File: src/rtl/cbc_pkg.sv
package cbc_pkg;

   localparam int CBC_ROM_W = 9;
   localparam int CBC_RAM_W = 4;
   localparam int CBC_SEL_W = 4;

   typedef enum logic [1:0] {
      CBC_MODE_A    = 2'd0,
      CBC_MODE_B    = 2'd1,
      CBC_MODE_C    = 2'd2,
      CBC_MODE_NONE = 2'd3
   } cbc_mode_e;

   typedef struct packed {
      logic                 ram_en;
      logic [CBC_ROM_W-1:0] rom;
      logic [CBC_RAM_W-1:0] ram;
      logic                 bmode;
      logic [CBC_SEL_W-1:0] csel;
   } cbc_state_t;

   function automatic logic cbc_enable_code(input logic [7:0] d);
      return d[3:0] == 4'hA;
   endfunction

endpackage

File: src/rtl/cbc_ctl_a.sv
module cbc_ctl_a
   import cbc_pkg::*;
(
   input  cbc_state_t cur,
   input  logic [3:0] page,
   input  logic [7:0] data,
   output cbc_state_t nxt
);
   logic [4:0] lo5;

   assign lo5 = (data[4:0] == 5'd0) ? 5'd1 : data[4:0];

   always_comb begin
      nxt = cur;
      case (page[3:1])
         3'b000: nxt.ram_en = cbc_enable_code(data);
         3'b001: nxt.rom    = {2'b00, cur.rom[6:5], lo5};
         3'b010: begin
            if (cur.bmode) nxt.ram = {2'b00, data[1:0]};
            else           nxt.rom = {2'b00, data[1:0], cur.rom[4:0]};
         end
         3'b011: nxt.bmode  = data[0];
         default: ;
      endcase
   end
endmodule

File: src/rtl/cbc_ctl_b.sv
module cbc_ctl_b
   import cbc_pkg::*;
(
   input  cbc_state_t cur,
   input  logic [3:0] page,
   input  logic [7:0] data,
   output cbc_state_t nxt,
   output logic       latch_req
);
   logic [6:0] lo7;

   assign lo7 = (data[6:0] == 7'd0) ? 7'd1 : data[6:0];

   always_comb begin
      nxt       = cur;
      latch_req = 1'b0;
      case (page[3:1])
         3'b000: nxt.ram_en = cbc_enable_code(data);
         3'b001: nxt.rom    = {2'b00, lo7};
         3'b010: begin
            nxt.csel = data[3:0];
            nxt.ram  = {2'b00, data[1:0]};
         end
         3'b011: latch_req  = 1'b1;
         default: ;
      endcase
   end
endmodule

File: src/rtl/cbc_ctl_c.sv
module cbc_ctl_c
   import cbc_pkg::*;
(
   input  cbc_state_t cur,
   input  logic [3:0] page,
   input  logic [7:0] data,
   output cbc_state_t nxt
);
   logic [7:0] lo8;

   assign lo8 = (data == 8'd0) ? 8'd1 : data;

   always_comb begin
      nxt = cur;
      case (page)
         4'h0, 4'h1: nxt.ram_en = cbc_enable_code(data);
         4'h2:       nxt.rom    = {cur.rom[8], lo8};
         4'h3:       nxt.rom    = {data[0], cur.rom[7:0]};
         4'h4, 4'h5: nxt.ram    = data[3:0];
         default: ;
      endcase
   end
endmodule

File: src/rtl/cart_bank_ctrl.sv
module cart_bank_ctrl
   import cbc_pkg::*;
#(
   parameter int         ROM_BANKS        = 512,
   parameter int         RAM_BANKS        = 16,
   parameter logic [2:0] VARIANTS_PRESENT = 3'b111,
   localparam int        ROM_BW           = $clog2(ROM_BANKS),
   localparam int        RAM_BW           = $clog2(RAM_BANKS)
) (
   input  logic              clk,
   input  logic              rst_n,
   input  logic [1:0]        mode,
   input  logic              wr_en,
   input  logic [15:0]       addr,
   input  logic [7:0]        wdata,
   output logic              ram_en,
   output logic [ROM_BW-1:0] rom_bank,
   output logic [RAM_BW-1:0] ram_bank,
   output logic              bank_mode,
   output logic [3:0]        clk_sel,
   output logic              clk_route,
   output logic              latch_pulse,
   output logic [7:0]        latch_data
);
   localparam logic [CBC_ROM_W-1:0] ROM_MASK = CBC_ROM_W'(ROM_BANKS - 1);
   localparam logic [CBC_RAM_W-1:0] RAM_MASK = CBC_RAM_W'(RAM_BANKS - 1);
   localparam cbc_state_t RST_STATE = '{ram_en: 1'b0, rom: CBC_ROM_W'(1) & ROM_MASK,
                                        ram: '0, bmode: 1'b0, csel: '0};

   // elaboration-time parameter checks
   if (ROM_BANKS < 2 || ROM_BANKS > 512 || (ROM_BANKS & (ROM_BANKS - 1)) != 0) begin : g_bad_rom
      $error("ROM_BANKS must be a power of two from 2 to 512");
   end
   if (RAM_BANKS < 2 || RAM_BANKS > 16 || (RAM_BANKS & (RAM_BANKS - 1)) != 0) begin : g_bad_ram
      $error("RAM_BANKS must be a power of two from 2 to 16");
   end

   cbc_state_t st_q, nxt_a, nxt_b, nxt_c, sel_nxt, masked;
   logic       lat_b, sel_lat, mode_ok, accept, lat_q;
   logic [7:0] lat_d;
   cbc_mode_e  mode_e;

   assign mode_e = cbc_mode_e'(mode);

   if (VARIANTS_PRESENT[0]) begin : g_var_a
      cbc_ctl_a u_a (.cur(st_q), .page(addr[15:12]), .data(wdata), .nxt(nxt_a));
   end else begin : g_no_a
      assign nxt_a = st_q;
   end

   if (VARIANTS_PRESENT[1]) begin : g_var_b
      cbc_ctl_b u_b (.cur(st_q), .page(addr[15:12]), .data(wdata), .nxt(nxt_b), .latch_req(lat_b));
   end else begin : g_no_b
      assign nxt_b = st_q;
      assign lat_b = 1'b0;
   end

   if (VARIANTS_PRESENT[2]) begin : g_var_c
      cbc_ctl_c u_c (.cur(st_q), .page(addr[15:12]), .data(wdata), .nxt(nxt_c));
   end else begin : g_no_c
      assign nxt_c = st_q;
   end

   always_comb begin
      sel_nxt = st_q;
      sel_lat = 1'b0;
      mode_ok = 1'b0;
      case (mode_e)
         CBC_MODE_A: begin sel_nxt = nxt_a; mode_ok = VARIANTS_PRESENT[0]; end
         CBC_MODE_B: begin sel_nxt = nxt_b; sel_lat = lat_b; mode_ok = VARIANTS_PRESENT[1]; end
         CBC_MODE_C: begin sel_nxt = nxt_c; mode_ok = VARIANTS_PRESENT[2]; end
         default: ;
      endcase
   end

   assign accept = wr_en && !addr[15] && mode_ok;

   always_comb begin
      masked     = sel_nxt;
      masked.rom = sel_nxt.rom & ROM_MASK;
      masked.ram = sel_nxt.ram & RAM_MASK;
   end

   always_ff @(posedge clk) begin
      if (!rst_n) begin
         st_q  <= RST_STATE;
         lat_q <= 1'b0;
         lat_d <= 8'h00;
      end else begin
         lat_q <= accept && sel_lat;
         if (accept) st_q <= masked;
         if (accept && sel_lat) lat_d <= wdata;
      end
   end

   assign ram_en      = st_q.ram_en;
   assign rom_bank    = st_q.rom[ROM_BW-1:0];
   assign ram_bank    = st_q.ram[RAM_BW-1:0];
   assign bank_mode   = st_q.bmode;
   assign clk_sel     = st_q.csel;
   assign clk_route   = st_q.csel[3];
   assign latch_pulse = lat_q;
   assign latch_data  = lat_d;

   // state right after reset release
   a_r1_reset_vals: assert property (@(posedge clk) disable iff (!rst_n)
      $rose(rst_n) |-> (rom_bank == ROM_BW'(1) && ram_bank == '0 && !ram_en
                        && !bank_mode && clk_sel == 4'h0 && !latch_pulse));

   // enable window follows the low nibble of the data
   a_r2_enable_cmd: assert property (@(posedge clk) disable iff (!rst_n)
      (accept && addr[15:13] == 3'b000) |=> (ram_en == ($past(wdata[3:0]) == 4'hA)));

   // variant A low window never leaves bits 4:0 at zero with enough banks
   a_r3_no_zero_low: assert property (@(posedge clk) disable iff (!rst_n)
      (accept && mode_e == CBC_MODE_A && addr[15:13] == 3'b001 && ROM_BANKS >= 32)
      |=> (st_q.rom[4:0] != 5'd0));

   // strobe only follows a variant B write to the latch window
   a_r7_latch_source: assert property (@(posedge clk) disable iff (!rst_n)
      latch_pulse |-> ($past(wr_en) && $past(addr[15:13]) == 3'b011 && $past(mode) == 2'd1));

   // variant C bit-8 window
   a_r8_c_bit8: assert property (@(posedge clk) disable iff (!rst_n)
      (accept && mode_e == CBC_MODE_C && addr[15:12] == 4'h3)
      |=> (st_q.rom[8] == ($past(wdata[0]) & ROM_MASK[8])));

   // rejected cycles leave every output alone
   a_r10_ignored: assert property (@(posedge clk) disable iff (!rst_n)
      !accept |=> ($stable(rom_bank) && $stable(ram_bank) && $stable(ram_en)
                   && $stable(bank_mode) && $stable(clk_sel) && !latch_pulse));
endmodule

File: config.mk
export PLATFORM = sky130hd
export DESIGN_NAME = cart_bank_ctrl
export DESIGN_NICKNAME = d
export VERILOG_FILES = /design/src/rtl/cbc_pkg.sv /design/src/rtl/cbc_ctl_a.sv /design/src/rtl/cbc_ctl_b.sv /design/src/rtl/cbc_ctl_c.sv /design/src/rtl/cart_bank_ctrl.sv
export SDC_FILE = /design/constraint.sdc
export NUM_CORES = 1
export LEC_CHECK = 0
export ABC_AREA = 1
export BUFFER_PORTS_ARGS = -buffer_cell sky130_fd_sc_hd__buf_2
export CELL_PAD_IN_SITES_DETAIL_PLACEMENT = 0
export CELL_PAD_IN_SITES_GLOBAL_PLACEMENT = 2
export CORE_MARGIN = 2
export CORE_UTILIZATION = 25
export DETAILED_ROUTE_END_ITERATION = 7
export PLACE_DENSITY_LB_ADDON = 0.1
export SLEW_MARGIN = 20
export SYNTH_ARGS = -nofsm -noshare
export SYNTH_HDL_FRONTEND = slang
export SYNTH_HIERARCHICAL = 1
export SYNTH_SLANG_ARGS = --single-unit
File: constraint.sdc
create_clock -name clk -period 1.3 [get_ports clk]
set_input_delay 0.39 -clock clk [delete_from_list [all_inputs] [get_ports clk]]
set_output_delay 0.39 -clock clk [all_outputs]
set_load 0.01 [all_outputs]
==> impl_metrics.env <==
export IMPL_coreArea_um2=9820
export IMPL_overflow=0
export IMPL_rsz0062_at_grt="yes"
export IMPL_ys_top_cells_by_count="148 x nand2_1, 73 x nor2_1, 46 x inv_1"
export IMPL_drive_gt1_frac=0.287
export IMPL_p_leak_uw=0.00152
export IMPL_nets=532
export IMPL_r2r_start="bank_mode"
export IMPL_outcome="completed"
export IMPL_fin_setup_tns_ns=0
export IMPL_hold_path_class="in2reg"
export IMPL_yosysMostFrequentCell="nand2_1"
export IMPL_peakVddDrop_mv=0.503
export IMPL_routed_wirelength_um=8700
export IMPL_grt_pass1_vias=2624
export IMPL_synth_avg_cell_area_um2=5.72
export IMPL_globalplace_congestion=0.795
export IMPL_async_flop_share=0
export IMPL_cp_required_ns=0.91
export IMPL_internal_power_uw=1590
export IMPL_drc=0
export IMPL_via_per_inst=4.36
export IMPL_p_per_area_nw_per_um2=764
export IMPL_comb_power_share=0.296
export IMPL_synth_edf_count=0
export IMPL_max_freq_ghz=0.792
export IMPL_diodes=0
export IMPL_hold_violations=0
export IMPL_synth_flop_cell="dfxtp_1"
export IMPL_ys_types=27
export IMPL_yosys_warnings=6
export IMPL_tightest_slew_ns=0.290
export IMPL_arrival_ns=0.87
export IMPL_switching_share=0.342
export IMPL_crit_path_end="bank_mode"
export IMPL_synthesis_area_um2=2550
export IMPL_dieArea_um2=11000
export IMPL_path_clk_slew_ns=0.12
export IMPL_drv_slew=0
export IMPL_port_buffers=45
export IMPL_critPathKind="reg2out"
export IMPL_cts_root_buf="clkbuf_8"
export IMPL_clkPwrFrac=0.311
export IMPL_reg2reg_depth=9
export IMPL_h_tree_depth=1
export IMPL_syn_nets=478
export IMPL_ant_nets=0
export IMPL_setup_viol=0
export IMPL_clock_latency_ns=0.29
export IMPL_rrSetupSlack_ns=0.20
export IMPL_startpoint="bank_mode"
export IMPL_synthCells=446
export IMPL_clkSinkCount=28
export IMPL_final_core_util=0.323
export IMPL_layout_min_cycle_time_ns=1.26
export IMPL_synth_area_leaders="dfxtp_1 22%, nand2_1 22%, nor2_1 11%, inv_1 6.8%, o21ai_0 4.7%"
export IMPL_die_w_um=105
export IMPL_antenna_found_initial=0
export IMPL_synth_top_area_cell="dfxtp_1"
export IMPL_slew_limit_headroom=0.807
export IMPL_gr_usage_all_layers=0.155
export IMPL_num_rows=36
export IMPL_cts_tree="built"
export IMPL_clock_path_buffers=2
export IMPL_worstReg2RegEnd="ram_bank[0]"
export IMPL_wire_per_inst_um=13.8
export IMPL_grt_pass1_wl_um=13700
export IMPL_p_sw_uw=827
export IMPL_period_share=0.971
export IMPL_holdBufCountCts=0
export IMPL_seqPwrFrac=0.393
export IMPL_hpwlAfterDp_um=6140
export IMPL_fin_worst_skew_ns=0.00333
export IMPL_initial_core_util=0.260
export IMPL_first_iter_violations=87
export IMPL_cap_viol_max_count=0
export IMPL_grt_max_degree=30
export IMPL_crit_fanout=3
export IMPL_vias=2755
export IMPL_ys_seq_area_frac=0.220
export IMPL_drtPass1Iterations=4
export IMPL_synth_top_cell_area_share=0.220
export IMPL_cts_made_buffers=3
export IMPL_io_pins=58
export IMPL_die_h_um=105
export IMPL_synth_seq_cells=28
export IMPL_syn_to_final_growth_pct=24.1
export IMPL_startpoint_type="flip-flop"
export IMPL_cp_end_kind="output pin"
-- worst max-delay path, stage by stage (launching register included) --
cell     delay [ns]
dfxtp_2        0.35
buf_6          0.12
buf_6          0.11
-- layout make-up --
| class | instances | area [um2] |
|---|---|---|
| Clock inverter | 1 | 30.0 |
| Sequential cell | 28 | 581 |
| Inverter | 51 | 191 |
| Tap cell | 133 | 166 |
| Clock buffer | 3 | 41.3 |
| Fill cell | 1176 | 6650 |
| Multi-Input combinational cell | 341 | 1630 |
| Timing Repair Buffer | 75 | 526 |
-- repair_timing --
action                                  4_1_cts  5_1_grt
gates resized for setup                       7       34
buffers inserted                              0        1
gates cloned                                  0        2
pin swaps                                     0        8
endpoints found under the setup margin        6       28
-- power groups by stage --
| stage | combinational, uW | sequential [uW] | clock [uW] |
|---|---|---|---|
| 6_report | 717 | 951 | 753 |
| 5_1_grt | 805 | 960 | 812 |
| 4_1_cts | 698 | 948 | 787 |
| 3_5_place_dp | 693 | 965 | 0 |
| 3_3_place_gp | 689 | 965 | 0 |
| 2_1_floorplan | 436 | 973 | 0 |
-- metrics by stage --
stage / cells / power, uW / setup WS [ns] / cell area [um2] / hold WS, ns
global route: 632 / 2580 / -0.00495 / 3170 / 0.446
global placement: 625 / 1650 / -0.285 / 2990 / 0.465
finish: 632 / 2420 / 0.0371 / 3170 / 0.458
detailed placement: 625 / 1660 / -0.287 / 2990 / 0.469
CTS: 629 / 2430 / 0.00415 / 3070 / 0.454
floorplan: 446 / 1410 / -0.00554 / 2560 / 0.508
-- state kept, by name (all words and copies together) (netlist names) --
signal / flops
bank_mode: 1
latch_pulse: 1
latch_data: 8
ram_bank: 4
ram_en: 1
clk_sel: 4
rom_bank: 9
-- per-layer routing --
layer  wire (um)  track usage  up-vias
li1            -            -     1481
met1        4350        0.210     1238
met2        4090        0.265       32
met3         204       0.0225        4
met4          60       0.0210        0
met5           0            0        -
-- cell usage in the layout (no fill, tap or decap), drive strengths merged --
cell type | Yosys | layout
nand2 | 156 | 157
nor2 | 85 | 85
buf | 27 | 75
inv | 51 | 51
o21ai | 50 | 50
dfxtp | 28 | 28
a21oi | 21 | 21
nand3 | 16 | 17
ha | 3 | 3
clkbuf | 1 | 3
nand4 | 3 | 3
nand3b | 2 | 2
nor3 | 2 | 2
o211ai | 1 | 1
bufinv | 0 | 1
-- how the worst min path moves through the flow --
stage / to / depth (start not counted) / from / slack [ns]
final: ram_bank[2] / 3 / rst_n / 0.46
after global routing: ram_bank[2] / 3 / rst_n / 0.45
after CTS: ram_bank[2] / 3 / rst_n / 0.45
after detailed placement: latch_data[4] / 2 / latch_data[4] / 0.47
after global placement: latch_data[4] / 2 / latch_data[4] / 0.46
after floorplan: latch_data[0] / 2 / latch_data[0] / 0.51
-- kinds of logic (layout without fill, tap and decap cells) --
logic type | after synthesis | in the layout | synth area share
simple gates | 264 | 266 | 0.449
flops | 28 | 28 | 0.220
compound gates | 72 | 72 | 0.154
fa+ha+maj | 3 | 3 | 0.0147
buf+inv | 79 | 130 | 0.163
Note: power is estimated with default switching activity, not from simulation.
